**src/rtl/wkup_pkg.sv**
```systemverilog
package wkup_pkg;

    localparam int unsigned GRP_W = 8;

    typedef enum logic [1:0] {
        BANK_EVT  = 2'd0,
        BANK_EDGE = 2'd1,
        BANK_DUAL = 2'd2,
        BANK_NONE = 2'd3
    } bank_e;

    // Offset of a 1-based group inside a bank: packed for groups 1..4,
    // then a stride of four bytes starting at offset 4 for group 5.
    function automatic int unsigned grp_offset(input int unsigned g);
        return (g <= 4) ? (g - 1) : (4 * (g - 4));
    endfunction

    function automatic bit is_compat_group(input int unsigned g);
        return (g == 7) || (g == 10) || (g == 12);
    endfunction

endpackage

```
**src/rtl/wkup_sync.sv**
```systemverilog
module wkup_sync #(
    parameter int unsigned WIDTH  = 8,
    parameter bit          ENABLE = 1'b1
) (
    input  logic             clk,
    input  logic             rst_n,
    input  logic [WIDTH-1:0] d,
    output logic [WIDTH-1:0] q
);
    generate
        if (ENABLE) begin : g_sync
            logic [WIDTH-1:0] stage1_q;
            logic [WIDTH-1:0] stage2_q;
            always_ff @(posedge clk or negedge rst_n) begin
                if (!rst_n) begin
                    stage1_q <= '0;
                    stage2_q <= '0;
                end else begin
                    stage1_q <= d;
                    stage2_q <= stage1_q;
                end
            end
            assign q = stage2_q;
        end else begin : g_bypass
            assign q = d;
        end
    endgenerate
endmodule

```
**src/rtl/wkup_group.sv**
```systemverilog
module wkup_group
    import wkup_pkg::*;
#(
    parameter int unsigned GROUP_NUM   = 1,
    parameter bit          LEGACY_BOTH = 1'b0
) (
    input  logic             clk,
    input  logic             rst_n,
    input  logic [GRP_W-1:0] pin_s,
    input  logic             wr_evt,
    input  logic             wr_edge,
    input  logic             wr_dual,
    input  logic [GRP_W-1:0] wdata,
    output logic [GRP_W-1:0] evt_o,
    output logic [GRP_W-1:0] edge_o,
    output logic [GRP_W-1:0] dual_o
);
    localparam bit COMPAT = LEGACY_BOTH && is_compat_group(GROUP_NUM);

    logic [GRP_W-1:0] prev_q;
    logic [GRP_W-1:0] evt_q;
    logic [GRP_W-1:0] edge_q;
    logic [GRP_W-1:0] dual_q;
    logic [GRP_W-1:0] rise;
    logic [GRP_W-1:0] fall;
    logic [GRP_W-1:0] dual_eff;
    logic [GRP_W-1:0] det;
    logic [GRP_W-1:0] clr_mask;

    always_comb begin
        rise     = pin_s & ~prev_q;
        fall     = ~pin_s & prev_q;
        dual_eff = dual_q | (COMPAT ? edge_q : '0);
        det      = (dual_eff & (rise | fall))
                 | (~dual_eff & edge_q & fall)
                 | (~dual_eff & ~edge_q & rise);
        clr_mask = wr_evt ? wdata : '0;
    end

    always_ff @(posedge clk or negedge rst_n) begin
        if (!rst_n) begin
            prev_q <= '0;
            evt_q  <= '0;
            edge_q <= '0;
            dual_q <= '0;
        end else begin
            prev_q <= pin_s;
            evt_q  <= (evt_q & ~clr_mask) | det;
            if (wr_edge) edge_q <= wdata;
            if (wr_dual) dual_q <= wdata;
        end
    end

    assign evt_o  = evt_q;
    assign edge_o = edge_q;
    assign dual_o = dual_q;

    // a set bit only drops when the same bit was written with 1
    p_sticky_r4: assert property (@(posedge clk) disable iff (!rst_n)
        1'b1 |=> ((($past(evt_q) & ~$past(clr_mask)) & ~evt_q) == 8'h00));

    // a detected edge always leaves its event bit set, even under clear
    p_set_wins_r5: assert property (@(posedge clk) disable iff (!rst_n)
        1'b1 |=> (($past(det) & ~evt_q) == 8'h00));

    // an event bit rises only from a detected edge
    p_no_spurious_r9: assert property (@(posedge clk) disable iff (!rst_n)
        1'b1 |=> ((evt_q & ~$past(evt_q) & ~$past(det)) == 8'h00));

    // an edge-select write lands in its register
    p_edge_write_r6: assert property (@(posedge clk) disable iff (!rst_n)
        wr_edge |=> (edge_q == $past(wdata)));

    // a dual-edge write lands in its register
    p_dual_write_r6: assert property (@(posedge clk) disable iff (!rst_n)
        wr_dual |=> (dual_q == $past(wdata)));
endmodule

```
**src/rtl/wkup_edge_ctrl.sv**
```systemverilog
module wkup_edge_ctrl
    import wkup_pkg::*;
#(
    parameter int unsigned NUM_GROUPS  = 12,
    parameter bit          SYNC_EN     = 1'b1,
    parameter bit          LEGACY_BOTH = 1'b0
) (
    input  logic                        clk,
    input  logic                        rst_n,
    input  logic [NUM_GROUPS*GRP_W-1:0] pin_in,
    input  logic                        bus_wr,
    input  logic [7:0]                  bus_addr,
    input  logic [7:0]                  bus_wdata,
    output logic [7:0]                  bus_rdata,
    output logic [NUM_GROUPS*GRP_W-1:0] irq_bits,
    output logic [NUM_GROUPS-1:0]       irq_grp
);
    localparam int unsigned NPINS = NUM_GROUPS * GRP_W;

    logic [NPINS-1:0]  pin_s;
    bank_e             bank;
    logic [5:0]        offs;
    logic [NUM_GROUPS-1:0] hit;
    logic [GRP_W-1:0]  evt_a  [NUM_GROUPS];
    logic [GRP_W-1:0]  edge_a [NUM_GROUPS];
    logic [GRP_W-1:0]  dual_a [NUM_GROUPS];

    assign bank = bank_e'(bus_addr[7:6]);
    assign offs = bus_addr[5:0];

    wkup_sync #(.WIDTH(NPINS), .ENABLE(SYNC_EN)) u_sync (
        .clk   (clk),
        .rst_n (rst_n),
        .d     (pin_in),
        .q     (pin_s)
    );

    generate
        for (genvar g = 0; g < NUM_GROUPS; g++) begin : g_grp
            localparam logic [5:0] OFF = 6'(grp_offset(g + 1));
            assign hit[g] = (offs == OFF);

            wkup_group #(.GROUP_NUM(g + 1), .LEGACY_BOTH(LEGACY_BOTH)) u_grp (
                .clk     (clk),
                .rst_n   (rst_n),
                .pin_s   (pin_s[g*GRP_W +: GRP_W]),
                .wr_evt  (bus_wr && hit[g] && (bank == BANK_EVT)),
                .wr_edge (bus_wr && hit[g] && (bank == BANK_EDGE)),
                .wr_dual (bus_wr && hit[g] && (bank == BANK_DUAL)),
                .wdata   (bus_wdata),
                .evt_o   (evt_a[g]),
                .edge_o  (edge_a[g]),
                .dual_o  (dual_a[g])
            );

            assign irq_bits[g*GRP_W +: GRP_W] = evt_a[g];
            assign irq_grp[g]                 = |evt_a[g];
        end
    endgenerate

    always_comb begin
        bus_rdata = '0;
        for (int g = 0; g < NUM_GROUPS; g++) begin
            if (hit[g]) begin
                unique case (bank)
                    BANK_EVT:  bus_rdata = bus_rdata | evt_a[g];
                    BANK_EDGE: bus_rdata = bus_rdata | edge_a[g];
                    BANK_DUAL: bus_rdata = bus_rdata | dual_a[g];
                    default:   bus_rdata = bus_rdata;
                endcase
            end
        end
    end

    // group offsets never overlap, so at most one group decodes
    p_one_hit_r6: assert property (@(posedge clk) disable iff (!rst_n)
        $onehot0(hit));

    // a group summary line is high only while one of its pins is pending
    p_grp_level_r7: assert property (@(posedge clk) disable iff (!rst_n)
        $countones(irq_grp) <= $countones(irq_bits));
endmodule

```
**config.mk**
```make
export PLATFORM = sky130hd
export DESIGN_NAME = wkup_edge_ctrl
export DESIGN_NICKNAME = d
export VERILOG_FILES = /design/src/rtl/wkup_pkg.sv /design/src/rtl/wkup_sync.sv /design/src/rtl/wkup_group.sv /design/src/rtl/wkup_edge_ctrl.sv
export SDC_FILE = /design/constraint.sdc
export NUM_CORES = 1
export LEC_CHECK = 0
export ABC_AREA = 1
export BUFFER_PORTS_ARGS = -buffer_cell sky130_fd_sc_hd__buf_4
export CORE_UTILIZATION = 54
export CTS_CLUSTER_DIAMETER = 60
export CTS_CLUSTER_SIZE = 8
export DETAILED_ROUTE_END_ITERATION = 12
export HOLD_SLACK_MARGIN = 0.02
export PLACE_DENSITY = 0.76
export REMOVE_ABC_BUFFERS = 1
export SETUP_SLACK_MARGIN = 0.3
export SLEW_MARGIN = 20
export SYNTH_ARGS = -nofsm -noshare
export SYNTH_HDL_FRONTEND = slang
export SYNTH_SLANG_ARGS = --single-unit
```
**constraint.sdc**
```tcl
create_clock -name clk -period 3.5 [get_ports clk]
set_input_delay 1.05 -clock clk [delete_from_list [all_inputs] [get_ports clk]]
set_output_delay 1.05 -clock clk [all_outputs]
set_load 0.02 [all_outputs]
```
==> results.sh, run 1 <==
export IMPL_status="finished, violations left"
export IMPL_violations="negative setup slack"
export IMPL_drcViolationCount=0
export IMPL_synth_edff_count=0
export IMPL_timing_final_crit_share_pct=113
export IMPL_io_pins=231
export IMPL_layout_commonest_cell="dfrtp_1"
export IMPL_die_h_um=222
export IMPL_grt_pass1_wl_um=124000
export IMPL_io_buffers=230
export IMPL_fin_setup_tns_ns=-3.05
export IMPL_worstMarginPinSlew_ns=0.823
export IMPL_cts_buffers=83
export IMPL_yosysSeqAreaShare_pct=55.2
export IMPL_synth_cells=2671
export IMPL_power_density_mw_per_mm2=485
export IMPL_setup_worst_path_class="input pin to output pin"
export IMPL_crit_path_start_kind="input pin"
export IMPL_min_period_ns=3.97
export IMPL_worst_ir_drop_vdd_mv=0.470
export IMPL_antenna_found_initial=1
export IMPL_synth_flop_cell="dfrtp_1"
export IMPL_ys_ff_latch=576
export IMPL_ctsRootBufferMaster="clkbuf_16"
export IMPL_cts_max_level=3
export IMPL_grt_overflow=0
export IMPL_clkTransAtPathRegs_ns=0.05
export IMPL_grt_usage_pct=33.0
export IMPL_viasPerCell=5.87
export IMPL_avgSynthCellArea_sq_um=9.78
export IMPL_vias=21400
export IMPL_setup_viol=8
export IMPL_drive_above_1_share_pct=22.0
export IMPL_totalWireLength_um=79300
export IMPL_maxSlewHeadroom_pct=45.2
export IMPL_dr_pass1_iters=8
export IMPL_stdcell_area_sq_mm=0.0326
export IMPL_antenna_left=0
export IMPL_crit_required_ns=2.45
export IMPL_grt_pass1_vias=22300
export IMPL_place_area_sq_mm=0.0292
export IMPL_place_hpwl_um=53200
export IMPL_cp_arrival_ns=2.92
export IMPL_r2r_setup_slack_ns=2.35
export IMPL_rsz0062_at_grt="true"
export IMPL_finClkSkew_ns=0.0205
export IMPL_die_x_um=222
export IMPL_finalMaxSlewViolations=0
export IMPL_max_freq_mhz=252
export IMPL_synth_cell_type_count=39
export IMPL_netlist_area_sq_mm=0.0261
export IMPL_endpoint_kind="output pin"
export IMPL_num_rows=80
export IMPL_crit_fanout=8
export IMPL_power_leakage_nw=15.2
export IMPL_cts_hold_buf=0
export IMPL_routabilityCongestion=0.984
export IMPL_insertion_delay_ns=0.63
export IMPL_num_antenna_cells=0
export IMPL_hold_path_class="flip-flop to flip-flop"
export IMPL_setup_ws_ns=-0.470
export IMPL_grt_max_degree=80
export IMPL_synth_async_reset_ratio_pct=100
export IMPL_cts_sinks=576
export IMPL_drt_iter0_drc=2109
export IMPL_synthToLayoutAreaGrowth_pct=24.9
export IMPL_final_net_count=3341
export IMPL_final_cell_mix="dfrtp_1, nand2_1, inv_1"
export IMPL_cap_violations=0
export IMPL_final_hold_viol_count=0
export IMPL_clk_path_buf_depth=3
export IMPL_yosysWarningCount=0
export IMPL_initial_core_util_pct=54.7
export IMPL_die_area_sq_mm=0.0492
export IMPL_cts_tree="yes"
export IMPL_core_area_sq_mm=0.0477
export IMPL_wl_per_cell_um=21.7
Yosys cell counts, types with 4 or more instances:
library cell | n | area share, %
a21oi_1 | 17 | 0.33
buf_1 | 6 | 0.086
buf_2 | 29 | 0.56
buf_6 | 11 | 0.47
clkbuf_1 | 49 | 0.70
dfrtp_1 | 576 | 55
ha_1 | 196 | 9.4
inv_1 | 328 | 4.7
mux2_2 | 6 | 0.26
mux2i_1 | 63 | 2.4
nand2_1 | 582 | 8.4
nand2_2 | 8 | 0.19
nand3_1 | 159 | 3.0
nand3_2 | 6 | 0.23
nand3_4 | 4 | 0.27
nand4_1 | 6 | 0.14
nor2_1 | 109 | 1.6
nor2_4 | 8 | 0.35
nor3_2 | 4 | 0.15
nor4_1 | 23 | 0.55
o2111ai_1 | 33 | 1.1
o211ai_1 | 67 | 1.9
o21ai_0 | 248 | 4.8
o21ai_1 | 64 | 1.2
o21ai_2 | 8 | 0.27
o22ai_1 | 13 | 0.31
or2_2 | 28 | 0.67
layout make-up:
type / count / area, sq um
Inverter: 331 / 1260
Clock inverter: 7 / 97.6
Timing Repair Buffer: 371 / 3370
Sequential cell: 576 / 14400
Fill cell: 3465 / 15100
Multi-Input combinational cell: 1667 / 10500
Tap cell: 615 / 769
Clock buffer: 88 / 2170
logic make-up (layout without fill, tap and decap cells):
| family | after synthesis | after routing | share of synthesized area (%) |
|---|---|---|---|
| DFF | 576 | 576 | 55.2 |
| AOI/OAI and AO/OA | 454 | 454 | 10.0 |
| and+or+nand+nor | 948 | 948 | 16.0 |
| buffers and inverters | 428 | 797 | 6.68 |
| adders and majority gates | 196 | 196 | 9.39 |
| muxes | 69 | 69 | 2.67 |
metrics by stage:
| step | total power [W] | setup slack [ns] | instances | hold WS, ns | utilization [%] |
|---|---|---|---|---|---|
| after CTS | 0.0159 | -0.369 | 3653 | 0.338 | 67.8 |
| after floorplan | 0.00778 | -2.33 | 2574 | 0.331 | - |
| after detailed placement | 0.00851 | -0.619 | 3532 | 0.335 | 61.1 |
| after global routing | 0.0163 | -0.453 | 3655 | 0.342 | 68.3 |
| after global placement | 0.00843 | -0.569 | 3532 | 0.332 | 61.1 |
| final | 0.0158 | -0.470 | 3655 | 0.328 | 68.3 |
worst max-delay path, stage by stage:
cell and delay [ns]:
buf_8 0.11, inv_8 0.05, ha_4 0.20, buf_12 0.15, buf_8 0.13, buf_12 0.12
buf_16 0.12, o21ai_0 0.21, nor2_1 0.10, nor2_1 0.11, nand3_1 0.14, nand2_2 0.15
a21oi_4 0.08, buf_6 0.16
flip-flops by register name, indices dropped and copies added (netlist names):
name                    flops
g_grp.u_grp.evt_o          96
g_grp.u_grp.dual_o         96
g_grp.u_grp.edge_o         96
u_sync.q                   96
g_grp.u_grp.prev_q         96
u_sync.g_sync.stage1_q     96
what timing repair did:
action / in CTS / in global routing
cloned: 9 / 0
setup buffers: 17 / 2
pin swaps: 77 / 46
setup endpoints to repair: 8 / 8
gates resized for setup: 142 / 62
where the power goes:
group	leakage, nW	switching [W]	total (W)	internal [W]
Sequential	6.85	0.000250	0.00721	0.00696
Combinational	7.28	0.000838	0.00143	0.000590
Clock	1.12	0.00279	0.00719	0.00440
Total	15.2	0.00388	0.0158	0.0119
routing by layer:
| metal | global-route usage, % | vias to the layer above | routed length [um] |
|---|---|---|---|
| li1 | - | 9432 | - |
| met1 | 41.3 | 10600 | 30300 |
| met2 | 52.8 | 1091 | 37500 |
| met3 | 7.35 | 331 | 6760 |
| met4 | 19.4 | 2 | 4730 |
| met5 | 0 | - | 17 |
path summary, 6_finish.rpt:
path,from,to,cells after the start
worst max-delay path,bus_addr[7],bus_rdata[0],14
worst min-delay path,u_sync.g_sync.stage1_q[42]$_DFF_PN0_,u_sync.q[42]$_DFF_PN0_,0
worst max register to register,u_sync.q[28]$_DFF_PN0_,g_grp[3].u_grp.evt_o[4]$_DFF_PN0_,5
worst min register to register,u_sync.g_sync.stage1_q[42]$_DFF_PN0_,u_sync.q[42]$_DFF_PN0_,0
max in group asynchronous,rst_n,u_sync.g_sync.stage1_q[50]$_DFF_PN0_,2
min in group asynchronous,rst_n,u_sync.g_sync.stage1_q[60]$_DFF_PN0_,1
Note: power is estimated with default switching activity, not from simulation.
==> inputs of run 2 (changes only) <==
--- a/config.mk
+++ b/config.mk
@@ -7,12 +7,15 @@
 export LEC_CHECK = 0
 export ABC_AREA = 1
 export BUFFER_PORTS_ARGS = -buffer_cell sky130_fd_sc_hd__buf_4
-export CORE_UTILIZATION = 54
+export CELL_PAD_IN_SITES_DETAIL_PLACEMENT = 0
+export CELL_PAD_IN_SITES_GLOBAL_PLACEMENT = 2
+export CORE_UTILIZATION = 35
 export CTS_CLUSTER_DIAMETER = 60
 export CTS_CLUSTER_SIZE = 8
 export DETAILED_ROUTE_END_ITERATION = 12
+export GPL_ROUTABILITY_DRIVEN = 0
 export HOLD_SLACK_MARGIN = 0.02
-export PLACE_DENSITY = 0.76
+export PLACE_DENSITY_LB_ADDON = 0.1
 export REMOVE_ABC_BUFFERS = 1
 export SETUP_SLACK_MARGIN = 0.3
 export SLEW_MARGIN = 20
==> run 2 against run 1 <==
The flow finishes with violations (design-rule violations, negative setup slack). Setup slack gained 0.012 ns. Global-route usage shrank 10 points. Cell count grew 11%. Highest routed layer is now met4. Via count shrank 6.1%. Fmax grew 0.30%.
==> results.sh, run 2 (synthesis gave the netlist of run 1 again) <==
export IMPL_status="finished, violations left"
export IMPL_violations="design-rule violations, negative setup slack"
export IMPL_final_core_util_pct=46.0
export IMPL_cap_violations=0
export IMPL_hold_path_class="flip-flop to flip-flop"
export IMPL_min_period_ns=3.96
export IMPL_wl_per_cell_um=21.0
export IMPL_antenna_found_initial=3
export IMPL_insertion_delay_ns=0.63
export IMPL_die_area_sq_mm=0.0757
export IMPL_totalWireLength_um=85000
export IMPL_crit_fanout=8
export IMPL_setup_worst_path_class="input pin to output pin"
export IMPL_fin_hold_ws_ns=0.340
export IMPL_total_power_w=0.0159
export IMPL_crit_buf_inv=7
export IMPL_cts_max_level=3
export IMPL_place_hpwl_um=58700
export IMPL_grt_usage_pct=22.5
export IMPL_cts_tree="yes"
export IMPL_io_buffers=230
export IMPL_finalMaxSlewViolations=0
export IMPL_grt_max_degree=80
export IMPL_viasPerCell=4.97
export IMPL_cts_buffers=83
export IMPL_crit_family="buffers and inverters"
export IMPL_layout_commonest_cell="dfrtp_1"
export IMPL_crit_chain="buf_12 > inv_8 > ha_4 > buf_12 > buf_12 > buf_4 > or2_4 > nand3_4 > nand2_4 > nor2_2 > nand3_2 > nand2_1 > a21oi_1 > buf_4 > buf_6"
export IMPL_drt_iter0_drc=1372
export IMPL_io_pins=231
export IMPL_die_h_um=275
export IMPL_clkTransAtPathRegs_ns=0.05
export IMPL_cts_hold_buf=0
export IMPL_dr_pass1_iters=10
export IMPL_die_x_um=275
export IMPL_max_freq_mhz=253
export IMPL_core_area_sq_mm=0.0733
export IMPL_antenna_left=0
export IMPL_final_net_count=3388
export IMPL_final_hold_viol_count=0
export IMPL_initial_core_util_pct=35.6
export IMPL_grt_pass1_wl_um=127000
export IMPL_maxSlewHeadroom_pct=53.8
export IMPL_cp_slowest_cell="ha_4"
export IMPL_clk_path_buf_depth=3
export IMPL_place_ws_ns=-0.840
export IMPL_max_stage_delay_ns=0.26
export IMPL_num_antenna_cells=0
export IMPL_power_density_mw_per_mm2=470
export IMPL_setup_viol=8
export IMPL_vias=20100
export IMPL_timing_final_crit_share_pct=113
export IMPL_drive_above_1_share_pct=23.7
export IMPL_ctsRootBufferMaster="clkbuf_16"
export IMPL_endpoint_kind="output pin"
export IMPL_worstMarginPinSlew_ns=0.693
export IMPL_grt_pass1_vias=20200
export IMPL_num_rows=99
export IMPL_rsz0062_at_grt="true"
export IMPL_fin_setup_tns_ns=-3.29
export IMPL_worst_ir_drop_vdd_mv=0.360
export IMPL_crit_path_start_kind="input pin"
export IMPL_cts_sinks=576
export IMPL_finClkSkew_ns=0.0134
export IMPL_setup_ws_ns=-0.459
export IMPL_final_cell_mix="dfrtp_1, nand2_1, buf_4"
export IMPL_grt_overflow=0
export IMPL_cp_arrival_ns=2.91
export IMPL_power_leakage_nw=15.6
export IMPL_crit_top_cell="buf_12"
export IMPL_crit_required_ns=2.45
export IMPL_synthToLayoutAreaGrowth_pct=29.1
export IMPL_drcViolationCount=11
-- run 2: area by class of cell --
cell class | instances | area [sq um]
clock buffers | 92 | 2150
clock inverters | 7 | 76.3
fillers | 6987 | 39600
inverters | 331 | 1260
multi-input cells | 1668 | 10700
flip-flops and latches | 576 | 14400
well taps | 959 | 1200
repair buffers | 417 | 3900
-- run 2: layer usage --
metal,GRT usage (%),up-vias,part of all wire (%)
met3,3.72,122,4.9
met5,0,-,0
met2,36.4,504,47
li1,-,9534,-
met4,6.09,0,2.7
met1,31.2,9976,45
-- run 2: path summary, 6_finish.rpt --
| kind | cells after the start | to | from | slack, ns |
|---|---|---|---|---|
| hold reg to reg | 0 | u_sync.q[38]$_DFF_PN0_ | u_sync.g_sync.stage1_q[38]$_DFF_PN0_ | 0.34 |
| setup reg to reg | 5 | g_grp[3].u_grp.evt_o[4]$_DFF_PN0_ | u_sync.q[28]$_DFF_PN0_ | 2.36 |
| hold / removal | 0 | u_sync.q[38]$_DFF_PN0_ | u_sync.g_sync.stage1_q[38]$_DFF_PN0_ | 0.34 |
| setup / recovery | 15 | bus_rdata[6] | bus_addr[6] | -0.46 |
| min in group asynchronous | 1 | g_grp[1].u_grp.prev_q[5]$_DFF_PN0_ | rst_n | 0.37 |
| max in group asynchronous | 2 | u_sync.q[79]$_DFF_PN0_ | rst_n | 2.23 |
-- run 2: power by group --
group	internal (W)	switching, W
combinational	0.000633	0.000864
clock	0.00428	0.00288
sequential	0.00695	0.000236
total	0.0119	0.00398
-- run 2: through the flow --
step           cells  area [sq um]
2_1_floorplan   2574         25600
5_1_grt         4050         33700
4_1_cts         4032         33100
3_5_place_dp    3918         30000
6_report        4050         33700
3_3_place_gp    3918         30000
-- run 2: timing repair --
action                                  in CTS  in global routing
pin swaps                                   59                 60
resized for setup                          177                 81
buffers inserted                             8                  9
endpoints found under the setup margin       8                  8
gates cloned                                 7                  9
hold endpoints to repair                     0                  0
